$ cat config.mk
export PLATFORM = sky130hd
export DESIGN_NAME = pktram_arbiter
export DESIGN_NICKNAME = d
export VERILOG_FILES = /design/src/rtl/pktram_pkg.sv /design/src/rtl/pktram_rr_arb.sv /design/src/rtl/pktram_lane_steer.sv /design/src/rtl/pktram_strobe_gen.sv /design/src/rtl/pktram_arbiter.sv
export SDC_FILE = /design/constraint.sdc
export NUM_CORES = 1
export LEC_CHECK = 0
export BUFFER_PORTS_ARGS = -buffer_cell sky130_fd_sc_hd__clkbuf_2
export CORE_ASPECT_RATIO = 0.9
export CORE_MARGIN = 4
export CORE_UTILIZATION = 50
export CTS_BUF_LIST = sky130_fd_sc_hd__clkbuf_8
export DETAILED_ROUTE_END_ITERATION = 12
export HOLD_SLACK_MARGIN = 0.03
export PLACE_DENSITY = 0.9
export SLEW_MARGIN = 40
export SYNTH_ARGS = -nofsm -noshare
export SYNTH_HDL_FRONTEND = slang
export SYNTH_SLANG_ARGS = --single-unit
$ cat constraint.sdc
create_clock -name clk -period 6 [get_ports clk]
set_input_delay 0.3 -clock clk [delete_from_list [all_inputs] [get_ports clk]]
set_output_delay 0.3 -clock clk [all_outputs]
set_load 0.02 [all_outputs]
$ cat src/rtl/pktram_pkg.sv
package pktram_pkg;

    localparam int unsigned PK_LANES   = 4;
    localparam int unsigned PK_BYTE_W  = 8;
    localparam int unsigned PK_WADDR_W = 15;

    localparam int unsigned PK_SRC_HOST = 0;
    localparam int unsigned PK_SRC_DMA  = 1;
    localparam int unsigned PK_NUM_SRC  = 2;

    typedef enum logic [1:0] {
        SEQ_ARB  = 2'd0,
        SEQ_ADDR = 2'd1,
        SEQ_STRB = 2'd2,
        SEQ_DONE = 2'd3
    } seq_e;

    typedef struct packed {
        logic owner;   // 0 = host, 1 = dma
        logic is_wr;
    } cyc_tag_t;

    function automatic seq_e seq_next(input seq_e s, input logic start);
        case (s)
            SEQ_ARB:  return start ? SEQ_ADDR : SEQ_ARB;
            SEQ_ADDR: return SEQ_STRB;
            SEQ_STRB: return SEQ_DONE;
            default:  return SEQ_ARB;
        endcase
    endfunction

    function automatic logic seq_mem_active(input seq_e s);
        return (s == SEQ_ADDR) || (s == SEQ_STRB);
    endfunction

endpackage

$ cat src/rtl/pktram_rr_arb.sv
module pktram_rr_arb #(
    parameter  int unsigned N  = pktram_pkg::PK_NUM_SRC,
    localparam int unsigned IW = (N > 1) ? $clog2(N) : 1
) (
    input  logic         clk,
    input  logic         rst,
    input  logic [N-1:0] req,
    input  logic         advance,
    output logic [N-1:0] gnt
);
    logic [IW-1:0] last_q;
    logic [IW-1:0] win_idx;
    logic [IW-1:0] idx;

    always_comb begin
        gnt     = '0;
        win_idx = last_q;
        idx     = '0;
        for (int k = 0; k < int'(N); k++) begin
            idx = IW'((32'(last_q) + 32'd1 + 32'(k)) % N);
            if (req[idx] && (gnt == '0)) begin
                gnt[idx] = 1'b1;
                win_idx  = idx;
            end
        end
    end

    always_ff @(posedge clk) begin
        if (rst) begin
            last_q <= IW'(N - 1);
        end else if (advance) begin
            last_q <= win_idx;
        end
    end
endmodule

$ cat src/rtl/pktram_lane_steer.sv
module pktram_lane_steer #(
    parameter  int unsigned LANES  = pktram_pkg::PK_LANES,
    parameter  int unsigned BYTE_W = pktram_pkg::PK_BYTE_W,
    localparam int unsigned DATA_W = LANES * BYTE_W,
    localparam int unsigned OFF_W  = $clog2(LANES)
) (
    input  logic [DATA_W-1:0] word,
    input  logic [OFF_W-1:0]  off,
    input  logic [LANES-1:0]  be,
    output logic [DATA_W-1:0] data
);
    logic [DATA_W-1:0] shifted;
    int unsigned       keep;

    always_comb begin
        shifted = word >> (32'(off) * BYTE_W);
    end

    always_comb begin
        case ($countones(be))
            1:       keep = 1;
            2:       keep = 2;
            default: keep = LANES;
        endcase
    end

    for (genvar i = 0; i < int'(LANES); i++) begin : g_lane
        assign data[i*BYTE_W +: BYTE_W] =
            (i < keep) ? shifted[i*BYTE_W +: BYTE_W] : '0;
    end
endmodule

$ cat src/rtl/pktram_strobe_gen.sv
module pktram_strobe_gen #(
    parameter int unsigned LANES = pktram_pkg::PK_LANES
) (
    input  logic             active,
    input  logic [LANES-1:0] be,
    output logic [LANES-1:0] we_n
);
    for (genvar i = 0; i < int'(LANES); i++) begin : g_strb
        assign we_n[i] = ~(active & be[i]);
    end
endmodule

$ cat src/rtl/pktram_arbiter.sv
module pktram_arbiter #(
    parameter  int unsigned LANES   = pktram_pkg::PK_LANES,
    parameter  int unsigned BYTE_W  = pktram_pkg::PK_BYTE_W,
    parameter  int unsigned WADDR_W = pktram_pkg::PK_WADDR_W,
    localparam int unsigned DATA_W  = LANES * BYTE_W,
    localparam int unsigned OFF_W   = $clog2(LANES),
    localparam int unsigned ADDR_W  = WADDR_W + OFF_W
) (
    input  logic               clk,
    input  logic               rst,
    input  logic               hst_req,
    input  logic               hst_we,
    input  logic [ADDR_W-1:0]  hst_addr,
    input  logic [LANES-1:0]   hst_be,
    input  logic [DATA_W-1:0]  hst_wdata,
    output logic               hst_done,
    output logic [DATA_W-1:0]  hst_rdata,
    input  logic               dma_req,
    input  logic               dma_we,
    input  logic [ADDR_W-1:0]  dma_addr,
    input  logic [LANES-1:0]   dma_be,
    input  logic [DATA_W-1:0]  dma_wdata,
    output logic               dma_done,
    output logic [DATA_W-1:0]  dma_rdata,
    output logic [WADDR_W-1:0] sram_addr,
    output logic               sram_oe_n,
    output logic [LANES-1:0]   sram_we_n,
    output logic [DATA_W-1:0]  sram_dq_out,
    output logic               sram_dq_oe,
    input  logic [DATA_W-1:0]  sram_dq_in
);
    import pktram_pkg::*;

    localparam int unsigned NSRC = PK_NUM_SRC;

    seq_e              state_q;
    cyc_tag_t          tag_q;
    logic [ADDR_W-1:0] addr_q;
    logic [LANES-1:0]  be_q;
    logic [DATA_W-1:0] wdata_q;
    logic [DATA_W-1:0] rdata_q;

    logic [NSRC-1:0]   req_vec;
    logic [NSRC-1:0]   gnt;
    logic              start;
    logic              pick_dma;
    logic [DATA_W-1:0] steered;
    logic              strobe_on;

    assign req_vec[PK_SRC_HOST] = hst_req;
    assign req_vec[PK_SRC_DMA]  = dma_req;
    assign start    = (state_q == SEQ_ARB) && (gnt != '0);
    assign pick_dma = gnt[PK_SRC_DMA];

    pktram_rr_arb #(.N(NSRC)) u_rr (
        .clk     (clk),
        .rst     (rst),
        .req     (req_vec),
        .advance (start),
        .gnt     (gnt)
    );

    always_ff @(posedge clk) begin
        if (rst) begin
            state_q <= SEQ_ARB;
            tag_q   <= '0;
            addr_q  <= '0;
            be_q    <= '0;
            wdata_q <= '0;
        end else begin
            state_q <= seq_next(state_q, start);
            if (start) begin
                tag_q.owner <= pick_dma;
                tag_q.is_wr <= pick_dma ? dma_we    : hst_we;
                addr_q      <= pick_dma ? dma_addr  : hst_addr;
                be_q        <= pick_dma ? dma_be    : hst_be;
                wdata_q     <= pick_dma ? dma_wdata : hst_wdata;
            end
        end
    end

    pktram_lane_steer #(.LANES(LANES), .BYTE_W(BYTE_W)) u_steer (
        .word (sram_dq_in),
        .off  (addr_q[OFF_W-1:0]),
        .be   (be_q),
        .data (steered)
    );

    always_ff @(posedge clk) begin
        if (rst) begin
            rdata_q <= '0;
        end else if ((state_q == SEQ_STRB) && !tag_q.is_wr) begin
            rdata_q <= steered;
        end
    end

    assign strobe_on = (state_q == SEQ_STRB) && tag_q.is_wr;

    pktram_strobe_gen #(.LANES(LANES)) u_strb (
        .active (strobe_on),
        .be     (be_q),
        .we_n   (sram_we_n)
    );

    assign sram_addr   = addr_q[ADDR_W-1:OFF_W];
    assign sram_oe_n   = ~(seq_mem_active(state_q) && !tag_q.is_wr);
    assign sram_dq_oe  = (state_q != SEQ_ARB) && tag_q.is_wr;
    assign sram_dq_out = wdata_q;

    assign hst_done  = (state_q == SEQ_DONE) && !tag_q.owner;
    assign dma_done  = (state_q == SEQ_DONE) &&  tag_q.owner;
    assign hst_rdata = rdata_q;
    assign dma_rdata = rdata_q;
endmodule

==> results.md <==
* Async set-reset flop share out of synthesis at 0
* Setup Buffers After CTS at 0
* Peak supply drop at 219 uV
* DR vias at about 4.3k
* TritonCTS Buffers at 9
* Setup crit end kind: flip-flop
* Final HPWL DP at 10400 um
* R2R Path Start: be_q[1]$_SDFFE_PP0P_
* Status: complete, no violations
* Worst Path Required at between 6000 and 7000 ps
* Worst Tran Pin Value at around 840 ps
* Wirelength, routed at about 13000 um
* Post-Syn Area at roughly 4800 um2
* WP data arrival at between 3000 and 4000 ps
* Port Buffer Count at 262
* Synth unique cells at 37
* FF-to-FF End: dma_rdata[7]$_SDFFE_PP0P_
* Global placer's final weighted congestion at 0.920
* Peak Freq at about 0.34 GHz
* Final worst slack at 3060 ps
* Nets at 830
* Placed cells at ~790
* Type of the worst min-delay path: in2reg
* # resized after CTS at 0
* Hold Violations, Final at 0
* Startpoint Class: flip-flop
* Initial Utilization at 0.516
* Top FF cell, synth: dfxtp_1
* Final Setup Violations at 0
* Beginning of the worst hold path: sram_dq_in[21]
* Core Region at 9210 um2
* Filler Cell Count at 739
* Yosys warning total at 0
* RSZ-0062 raised after global routing: no
* Final Skew at ~11 ps
* Clock Sinks at 90
* Max Cap Viol at 0
* EDFF count, synth at 0
* DRC violation count after routing at 0
* Clk buf depth at 2
* Post-Synth Adder-Cell Area at 0.0279
* Synth Area in Simple Gates at 0.101
* Area share of the largest cell type after synthesis at 0.379
* GRT Total Usage at 0.226
* Seq/Total Area, Yosys at 0.379
* Hold Path Cell Cnt at 3
* I/O Pins at roughly 260
* CP Max Fanout at 9
* P_leak at 2.78 nW
* Area Overhead vs Synth at 24.6%
* Routed WL per cell at 16.5 um
* Rows at 33
* R2r setup slk at 3060 ps
* Largest net degree at the start of global routing at 94
* Fin cells at about 800
* Setup_tns at 0 ps
* Min-Delay Endpoint: dma_rdata[13]$_SDFFE_PP0P_
* Syn nets at about 640
* Synth area leader: dfxtp_1
* Total congestion overflow at 0
* Critical path class: reg2reg
* Vias in the first global route at 4245
* Drt first pass iters at 4
* R2R cell count at 8
* Hold slack at approximately 250 ps
* 1st-iter DRT viols at approximately 300
* CTS clk-pin slew, worst paths at about 90 ps
* Crit path time final at 2940 ps
* Share of cells above drive strength 1 at 0.460
* Main combinational cell family by area after synthesis: multiplexers
* DRT antenna net count at 0
* Synth Register Bits at 90
* Via/cell ratio at 5.40
* H-Tree Depth at 3
* Post-synthesis compound-gate area fraction at 0.182
* Die height at about 100 um
* Antenna diode count at 0
* Fin crit share at 0.491
* Post-synthesis mux area share at 0.187
* Synth area leaders: dfxtp_1 (38%), mux2i_1 (13%), a211oi_1 (8.5%)
* CTS root buf: clkbuf_8
* Hold_buf cts at 0
* Initial antenna violation count at 0
* Die W at about 110 um
* Final Max Slew Viols at 0
* Power Dens Cells at 439 nW/um2
* CTS tree: built
* Xor/xnor cell area share of the yosys netlist at 0
* Global-route wire length before repair at just over 20000 um
* Synth Instances at slightly below 500
* Die area at between 10000 and 15000 um2
* Average cell area after synthesis at between 9 and 10 um2
* Pre-CTS setup slack at 3040 ps
* Worst slew margin at 0.435
* Clk Latency, worst-skew pair at approximately 350 ps
-- layout by cell type (no fill, tap or decap), types with 9 or more instances in the layout --
master    instances
nor2_1           73
clkbuf_2        261
a21oi_1          17
clkbuf_8         10
a22oi_1           9
dfxtp_1          89
ha_1              9
mux2i_1          62
a211oi_1         54
-- cell usage after synthesis (6+ instances only) --
cell type,count
dfxtp_1,90
nor2_1,73
mux2i_1,62
a211oi_1,54
buf_4,49
clkbuf_1,26
a21oi_1,17
a22oi_1,9
ha_1,9
a211oi_2,8
a2bb2oi_1,8
a32oi_1,8
mux2_2,8
mux4_2,8
nand3b_1,8
o21ai_0,8
buf_2,6
buf_6,6
-- worst max path at each step --
| stage | start | endpoint | slack (ps) |
|---|---|---|---|
| after floorplan | be_q[0]$_SDFFE_PP0P_ | dma_rdata[2]$_SDFFE_PP0P_ | 3330 |
| after global placement | be_q[0]$_SDFFE_PP0P_ | dma_rdata[3]$_SDFFE_PP0P_ | 3160 |
| after detailed placement | be_q[0]$_SDFFE_PP0P_ | dma_rdata[16]$_SDFFE_PP0P_ | 3040 |
| after CTS | be_q[0]$_SDFFE_PP0P_ | dma_rdata[16]$_SDFFE_PP0P_ | 3020 |
| after global routing | be_q[0]$_SDFFE_PP0P_ | dma_rdata[7]$_SDFFE_PP0P_ | 2920 |
| final | be_q[1]$_SDFFE_PP0P_ | dma_rdata[7]$_SDFFE_PP0P_ | 3060 |
-- layer usage --
layer	GRT usage	share of wire
met4	0.0947	0.030
met3	0.0498	0.076
met1	0.263	0.38
met5	0	0
met2	0.406	0.51
-- cell families after synthesis --
group / count (synthesis)
compound gates: 116
simple gates: 101
buf+inv: 93
flops: 90
mux: 78
fa+ha+maj: 10
-- layout make-up --
cell class | instances | area, um2 | area share
Clock buffer | 10 | 138 | 0.0232
Tap cell | 122 | 153 | 0.0258
Multi-Input combinational cell | 305 | 2390 | 0.404
Sequential cell | 90 | 1800 | 0.304
Timing Repair Buffer | 267 | 1370 | 0.231
Clock inverter | 5 | 55.1 | 0.00930
Inverter | 3 | 11.3 | 0.00190
-- report_power, final --
group / internal, mW / switching [mW] / total [mW]
Sequential: 0.767 / 0.142 / 0.909
Clock: 0.200 / 0.213 / 0.413
Combinational: 0.484 / 0.792 / 1.28
Total: 1.45 / 1.15 / 2.60
-- sequential cells by signal (all words and copies together) (netlist names) --
signal / flops
addr_q: 17
be_q: 4
dma_rdata: 32
sram_dq_out: 32
state_q: 2
tag_q: 2
u_rr.last_q: 1
-- worst max-delay path, cell delays in order (launching register included) --
cell and delay (ps):
dfxtp_1 380, ha_1 260, ha_1 210, fa_1 450, nor3b_1 330, inv_1 80, ha_1 310, or3b_1 590
a211oi_2 250
-- per-stage QoR --
stage	utilization	total power, mW	instance area [um2]
floorplan	-	1.89	4750
global placement	0.619	2.14	5700
detailed placement	0.621	2.19	5720
CTS	0.642	2.60	5910
global route	0.643	2.77	5920
finish	0.643	2.60	5920
Note: power is estimated with default switching activity, not from simulation.
